==> src/rtl/chan_fault_latch.sv <==
module chan_fault_latch #(
  parameter int NCH = 4,
  parameter int CMD_W = 8,
  parameter logic [CMD_W-1:0] CMD_PEEK = 'h08,
  parameter logic [CMD_W-1:0] CMD_POP = 'h09
) (
  input  logic               clk,
  input  logic               rst_n,
  input  logic [NCH-1:0]     ilim_hit,
  input  logic [NCH-1:0]     start_hit,
  input  logic [NCH-1:0]     disc_bad,
  input  logic [NCH-1:0]     chan_off,
  input  logic               auto_mode,
  input  logic               rd_en,
  input  logic [CMD_W-1:0]   rd_cmd,
  input  logic [2*NCH-1:0]   irq_en,
  output logic [2*NCH-1:0]   rd_data,
  output logic               irq
);
  localparam int FW = 2 * NCH;

  logic [FW-1:0] flags;

  wire peek = rd_en && (rd_cmd == CMD_PEEK);
  wire pop  = rd_en && (rd_cmd == CMD_POP);

  wire [NCH-1:0] strt_set = start_hit | (disc_bad & {NCH{~auto_mode}});
  wire [FW-1:0]  set_v    = {ilim_hit, strt_set};
  wire [FW-1:0]  off_v    = {chan_off, chan_off};
  wire [FW-1:0]  held     = pop ? '0 : flags;

  always_ff @(posedge clk) begin
    if (!rst_n) flags <= '0;
    else        flags <= (held | set_v) & ~off_v;
  end

  always_ff @(posedge clk) begin
    if (!rst_n)     rd_data <= '0;
    else if (rd_en) rd_data <= (peek || pop) ? flags : '0;
  end

  assign irq = |(flags & irq_en);


  a_r2_peek_data: assert property (@(posedge clk) disable iff (!rst_n)
    peek |=> rd_data == $past(flags));
  a_r2_peek_keeps: assert property (@(posedge clk) disable iff (!rst_n)
    (peek && chan_off == '0) |=> (($past(flags) & ~flags) == '0));


  a_r3_pop_clears: assert property (@(posedge clk) disable iff (!rst_n)
    (pop && ilim_hit == '0 && start_hit == '0 && disc_bad == '0) |=> flags == '0 && !irq);


  a_r6_auto_ignores: assert property (@(posedge clk) disable iff (!rst_n)
    (auto_mode && start_hit == '0 && flags[NCH-1:0] == '0) |=> flags[NCH-1:0] == '0);


  a_r10_other_cmd: assert property (@(posedge clk) disable iff (!rst_n)
    (rd_en && !peek && !pop) |=> rd_data == '0);

  for (genvar k = 0; k < NCH; k++) begin : g_chk

    a_r7_off_clears: assert property (@(posedge clk) disable iff (!rst_n)
      chan_off[k] |=> !flags[k] && !flags[NCH+k]);

    a_r8_no_loss: assert property (@(posedge clk) disable iff (!rst_n)
      (pop && ilim_hit[k] && !chan_off[k]) |=> flags[NCH+k]);
  end
endmodule

==> config.mk <==
export PLATFORM = sky130hd
export DESIGN_NAME = chan_fault_latch
export DESIGN_NICKNAME = d
export VERILOG_FILES = /design/src/rtl/chan_fault_latch.sv
export SDC_FILE = /design/constraint.sdc
export NUM_CORES = 1
export LEC_CHECK = 0
export BUFFER_PORTS_ARGS = -buffer_cell sky130_fd_sc_hd__buf_2
export CORE_UTILIZATION = 41
export CTS_CLUSTER_DIAMETER = 100
export DETAILED_ROUTE_END_ITERATION = 7
export PLACE_DENSITY_LB_ADDON = 0.2
export SYNTH_ARGS = -nofsm -noshare
export SYNTH_HDL_FRONTEND = slang
export SYNTH_SLANG_ARGS = --single-unit
export TNS_END_PERCENT = 30
==> constraint.sdc <==
create_clock -name clk -period 1.57 [get_ports clk]
set_input_delay 0.157 -clock clk [delete_from_list [all_inputs] [get_ports clk]]
set_output_delay 0.157 -clock clk [all_outputs]
set_load 0.005 [all_outputs]
# Word-level counts from Yosys, hierarchy flattened
# Cells that the tools add are included.
[word_totals]
ff_bits = 16
latch_bits = 0
ram_bits = 0
mem_bits_ro = 0
inputBits = 36
output_inout_bits = 9
mem_count = 0
[classes]
n_addsub = 0
n_mul = 0
div_mod_pow = 0
magnitude_cmp = 0
eq_ne = 2
shifts = 0
mux = 2
bitwise = 7
n_reduce_logical = 4
[op_table]
columns = ["op", "count"]
rows = [
  ["$and 8x8->8", 2],
  ["$eq 8x4->1 const B", 2],
  ["$mux 8", 2],
  ["$not 8->8", 1],
  ["$or 8x8->8", 1],
  ["$reduce_or 8->1", 1],
  ["$and 4x4->4", 1],
  ["$or 4x4->4", 1],
  ["$logic_and 1x1->1", 2],
  ["$logic_or 1x1->1", 1],
  ["$not 1->1", 1],
]

# Longest topological paths before layout
# Gate-level depths: netlist of run 1.
[logic_depth]
ltp_word = 5
ltp_mapped = 5
mapped_depth_nobuf = 3

# Worst setup path before layout of run 1
# OpenSTA, ideal clock, no wires.
[synth_path]
kind = "input to register"
start = "input port rd_cmd[7]"
end = "register rd_data[0]"
setup_time_ps = 67
t_arrival_ps = 1306
setup_slack_ps = 197
cell_stages = 5
n_path_buf = 2
cell_sequence = "or4b_1 buf_2 or2_1 buf_6 o21ai_2"
[synth_via]
elab_chain_cells = 4
[synth_rtl]
columns = ["item", "line", "source"]
rows = [
  ["from (decl)", "15", "input logic [CMD_W-1:0] rd_cmd,"],
  ["$eq 8x4->1, on equally long branches", "24, 25", ""],
  ["$logic_and 1x1->1, on equally long branches", "24, 25", ""],
  ["$logic_or 1x1->1 (*)", "39", "else if (rd_en) rd_data <= (peek || pop) ? flags : '0;"],
  ["$mux 8 (*)", "39", ""],
  ["to (signal assigned)", "39", ""],
  ["to (decl)", "17", "output logic [2*NCH-1:0] rd_data,"],
]
# Every way passes the cells marked *; elsewhere a longest branch is shown, timed or not.
# A chain may end at the register's enable or synchronous reset.

# Worst setup path after layout of run 1
[layout_path]
start = "register flags[2]"
end = "output port irq"
[layout_via]
elab_chain_cells = 2
[layout_rtl]
columns = ["item", "line", "source"]
rows = [
  ["from (decl)", "22", "logic [FW-1:0] flags;"],
  ["from (signal assigned)", "34", "else flags <= (held | set_v) & ~off_v;"],
  ["$and 8x8->8", "42", "assign irq = |(flags & irq_en);"],
  ["$reduce_or 8->1", "42", ""],
  ["to (decl)", "18", "output logic irq"],
]
# Every way passes these cells.

==> flow_summary.ini, run 1 <==
[timing]
achievable-frequency_mhz = 803.0
fin_skew_ns = 0.006404
worst_pin_slew_ns = 0.4429
period_needed_ns = 1.245
finalCritPeriodShare = 0.7932
finalMaxSlewViolations = 0
finalSetupViolCount = 0
fin_ws_ns = 0.3247
rsz0062_at_grt = no
hold_viol = 0
slew_headroom = 0.7047
finalSetupTns_ns = 0

[critical_path]
path_class = flip-flop to output pin
worstSetupStartpoint = flags[2]
r2r.worst_path.cells = 2
path_max_fanout = 3
end_kind = output pin
reg2reg_to = flags[0]
crit_path_end = irq
worstPathArrival_ns = 1.09
worst-r2r-setup-slack_ns = 0.86
rr_startpoint = flags[0]
required_ns = 1.41
start_kind = flip-flop

[layout]
layout.cell_area.non_filler_um2 = 998.5
nets = 165
drive_above_1_share = 0.4488
layout.area.seq_um2 = 320.3
layout_commonest_cell = buf_2
syn_to_final_growth_pct = 35.03
final_cell_mix = buf_2 (44), dfxtp_1 (16), a21oi_1 (12)
fin_util = 0.6264
multi_input_area_um2 = 367.9
final_cells = 151
antenna_cells = 0
fillers = 148

[route]
drt-wirelength-per-cell_um = 11.21
remaining_drc_errors = 0
firstDrtPassIters = 4
final_antenna_net_count = 0
post_drt_via_cell_ratio = 4.954
routed_wl_mm = 1.692
vias = 748
drt-initial-drc-count = 6

[run]
cap_violations = 0

[placed_design]
placed_area_um2 = 975.9
place_congestion = 0.6987
dp_slack_ns = 0.1069
dp_cells = 148
hpwl_mm = 1.343
io_buffers = 44

[clock_tree]
ctsResizeCount = 0
clkSinkCount = 16
holdBufCountCts = 0
root_buffer = clkbuf_4
cts_tree = done
cts_buffer_depth = 2
clock_latency_ns = 0.28
htree_num_levels = 1
cts_setup_buffers = 0
numCtsBuffers = 3
cts.reportedPaths.clkPinSlew_ns = 0.09

[die]
rows = 14
coreArea_mm2 = 0.001594
die_area_mm2 = 0.001978
initial_core_util = 0.4639
io-pin-count = 45
die_y_um = 44.47
die-width_um = 44.47

[global_route]
grt_pass1_vias = 671
antenna_found_initial = 0
grt_max_degree = 21
grt_pass1_wl_mm = 2.801
grt_overflow_total = 0
track_usage = 0.1978

[power_and_ir_drop]
powerDensity_mw_per_mm2 = 737.0
p_leak_uw = 0.0004578
irDropWorstVdd_mv = 0.6474

[synthesis]
synth_area_um2 = 739.5
syn_inst = 83
synth-seq-cells = 16
ys_types = 15
yosysWarnings = 0
synthesis.nets = 119
syn_area_per_cell_um2 = 8.909
synth_seq_area_share = 0.4332

[status]
outcome = finished clean

[min_path]
hp-class = input port to flip-flop
## worst min path at each step
stage / startpoint / end / slack, ns / cells past startpoint
4_1_cts: ilim_hit[3] / flags[7] / 0.09 / 3
3_3_place_gp: ilim_hit[3] / flags[7] / 0.39 / 3
2_1_floorplan: ilim_hit[0] / flags[4] / 0.28 / 2
6_report: ilim_hit[3] / flags[7] / 0.1 / 3
3_5_place_dp: ilim_hit[3] / flags[7] / 0.40 / 3
5_1_grt: ilim_hit[2] / flags[6] / 0.09 / 3
## registers in the layout (all words and copies together) (netlist names)
| register | flops |
|---|---|
| flags | 8 |
| rd_data | 8 |
## worst max-delay path: stages (launching register included)
cell and delay (ns):
dfxtp_1 0.34, a22oi_1 0.22, nand4_1 0.11, buf_2 0.13
## per-layer routing
metal | track usage | routed length [um] | share of wire
met1 | 0.2412 | 810 | 0.48
met2 | 0.3265 | 760 | 0.45
met3 | 0.04898 | 101 | 0.060
met4 | 0.09091 | 21 | 0.012
met5 | 0 | 0 | 0
## Yosys cell counts (all sizes together)
| master | n | share of area |
|---|---|---|
| o31ai | 8 | 0.081 |
| nand3b | 8 | 0.081 |
| inv | 6 | 0.030 |
| a21oi | 12 | 0.081 |
| o21ai | 8 | 0.095 |
| a22oi | 4 | 0.041 |
| buf | 3 | 0.029 |
| nand2b | 4 | 0.034 |
| clkbuf | 2 | 0.010 |
| nand4 | 1 | 0.0085 |
| or4b | 2 | 0.027 |
| dfxtp | 16 | 0.43 |
| nand2 | 8 | 0.041 |
| or2 | 1 | 0.0085 |
## final cells by class
class | instances | share of cell area
well taps | 24 | 0.03008
inverters | 6 | 0.02256
clock buffers | 3 | 0.02256
repair buffers | 46 | 0.2356
multi-input cells | 56 | 0.3684
flip-flops and latches | 16 | 0.3208
## cells by family after synthesis
| logic type | synth area share |
|---|---|
| buffers and inverters | 0.06938 |
| flip-flops | 0.4332 |
| AND/OR/NAND/NOR | 0.1997 |
| AO/OA/AOI/OAI | 0.2978 |
## report_power, final
part | leakage (uW) | internal, uW | switching, uW | total (uW)
registers | 0.000130 | 416 | 10.2 | 426
logic | 0.000314 | 55.4 | 46.1 | 102
clock network | 0.0000138 | 89.0 | 119 | 208
## through the flow
| step | hold WS, ns | total power [uW] |
|---|---|---|
| 6_report | 0.09602 | 735.8 |
| 5_1_grt | 0.09412 | 779.3 |
| 4_1_cts | 0.08523 | 747.1 |
| 3_5_place_dp | 0.3973 | 537.5 |
| 3_3_place_gp | 0.3908 | 533.7 |
| 2_1_floorplan | 0.2845 | 479.4 |
Note: power is estimated with default switching activity, not from simulation.
==> run 2: changes to the inputs <==
--- a/config.mk
+++ b/config.mk
@@ -6,7 +6,7 @@
 export NUM_CORES = 1
 export LEC_CHECK = 0
 export BUFFER_PORTS_ARGS = -buffer_cell sky130_fd_sc_hd__buf_2
-export CORE_UTILIZATION = 41
+export CORE_UTILIZATION = 37
 export CTS_CLUSTER_DIAMETER = 100
 export DETAILED_ROUTE_END_ITERATION = 7
 export PLACE_DENSITY_LB_ADDON = 0.2
==> constraint.sdc (replaced) <==
create_clock -name clk -period 1.1 [get_ports clk]
set_input_delay 0.11 -clock clk [delete_from_list [all_inputs] [get_ports clk]]
set_output_delay 0.11 -clock clk [all_outputs]
set_load 0.005 [all_outputs]
==> run 2 against run 1 <==
Critical path depth is the same. Total power grew 60%. Worst hold slack worse by 0.068 ns. The flow now finishes with violations (negative setup slack). Count of clock-buffer cells in the layout is 1 higher. Sequential share of layout area is 2.2 points lower. Routed wire length grew 6.9%. Critical endpoint unchanged. Clock skew increased by 0.0040 ns.
==> flow_summary.ini, run 2 (same netlist as run 1, synthesis figures left out) <==
[status]
outcome = finished, violations left
violations = negative setup slack

[power_and_ir_drop]
powerDensity_mw_per_mm2 = 1074
p_leak_uw = 0.0004962
irDropWorstVdd_mv = 0.5365

[critical_path]
required_ns = 0.99
worstPathArrival_ns = 1.06
path_class = flip-flop to output pin
start_kind = flip-flop
critical_path.cell_chain = a22oi_2 -> nand4_1 -> buf_2
path_max_fanout = 3
max_stage_delay_ns = 0.36
end_kind = output pin
crit_slowest_cell = dfxtp_1

[die]
die_area_mm2 = 0.002181
die_y_um = 46.71
initial_core_util = 0.4104
rows = 15
io-pin-count = 45
die-width_um = 46.71
coreArea_mm2 = 0.001802

[clock_tree]
cts.reportedPaths.clkPinSlew_ns = 0.11
holdBufCountCts = 0
numCtsBuffers = 3
htree_num_levels = 1
cts_buffer_depth = 2
clkSinkCount = 16
clock_latency_ns = 0.29
cts_tree = done
root_buffer = clkbuf_4

[layout]
drive_above_1_share = 0.5909
layout.cell_area.non_filler_mm2 = 0.001096
final_cells = 157
nets = 169
antenna_cells = 0
final_cell_mix = buf_2 (44), a21oi_1 (12), dfxtp_1 (10)
syn_to_final_growth_pct = 48.22
reg.largest.list = flags: 8 flops, rd_data: 8 flops
layout_commonest_cell = buf_2

[timing]
slew_headroom = 0.7690
worst_pin_slew_ns = 0.3465
period_needed_ns = 1.167
fin_skew_ns = 0.01042
hold_viol = 0
achievable-frequency_mhz = 857.1
hold_slack_ns = 0.02834
fin_ws_ns = -0.06679
finalMaxSlewViolations = 0
rsz0062_at_grt = yes
finalSetupViolCount = 3
finalCritPeriodShare = 1.061

[route]
routed_wl_mm = 1.809
post_drt_via_cell_ratio = 4.828
remaining_drc_errors = 0
firstDrtPassIters = 4
final_antenna_net_count = 0
drt-initial-drc-count = 12
drt-wirelength-per-cell_um = 11.52
vias = 758

[placed_design]
dp_cells = 150
place_congestion = 0.7489
hpwl_mm = 1.390
dp_slack_ns = -0.2983
placed_area_um2 = 992.2
io_buffers = 44

[run]
cap_violations = 0

[global_route]
grt_overflow_total = 0
grt_pass1_wl_mm = 2.635
antenna_found_initial = 0
grt_pass1_vias = 634
track_usage = 0.1722
grt_max_degree = 21

[min_path]
hp-class = input port to flip-flop
-- run 2: timing repair --
| item | 4_1_cts | 5_1_grt |
|---|---|---|
| buffers inserted | 3 | 0 |
| gates resized for setup | 6 | 8 |
| pin swaps | 1 | 1 |
| endpoints found under the setup margin | 1 | 11 |
-- run 2: critical path, delay by kind of cell (launching register included) --
kind,cells,cell delay [ns]
AO/OA/AOI/OAI,1,0.14
buffers and inverters,1,0.15
flip-flops,1,0.36
AND/OR/NAND/NOR,1,0.12
-- run 2: per-layer routing --
| layer | vias to the layer above | track usage | routed length (um) |
|---|---|---|---|
| li1 | 394 | - | - |
| met4 | 0 | 0.06857 | 7 |
| met3 | 2 | 0.04706 | 110 |
| met1 | 329 | 0.2123 | 854 |
| met2 | 33 | 0.2833 | 835 |
| met5 | - | 0 | 0 |
-- run 2: area by class of cell --
type / count / area [um2]
fill: 184 / 705.7
multi-input combinational: 56 / 412.9
tap: 25 / 31.28
sequential: 16 / 327.8
inverter: 6 / 22.52
clock buffer: 4 / 36.28
timing repair buffer: 50 / 265.3
-- run 2: final timing paths --
kind,start,endpoint,slack (ns),cells after the start
worst max-delay path,flags[4],irq,-0.07,3
worst min register to register,flags[2],rd_data[2],0.48,2
worst min-delay path,ilim_hit[2],flags[6],0.03,3
worst max register to register,flags[6],rd_data[6],0.37,3
-- run 2: power breakdown --
| part | leakage [uW] | switching, uW | internal (uW) |
|---|---|---|---|
| registers | 0.000133 | 13.1 | 597 |
| clock network | 0.0000210 | 193 | 201 |
| logic | 0.000343 | 78.4 | 95.1 |
| total | 0.000496 | 284 | 893 |
-- run 2: through the flow --
stage	TNS (ns)	utilization	total power, uW
floorplan	-2.142	-	689.1
global placement	-4.269	0.5507	769.4
detailed placement	-4.390	0.5507	773.6
CTS	-0.08295	0.5917	1173
global route	-0.2637	0.6083	1222
finish	-0.09364	0.6083	1177
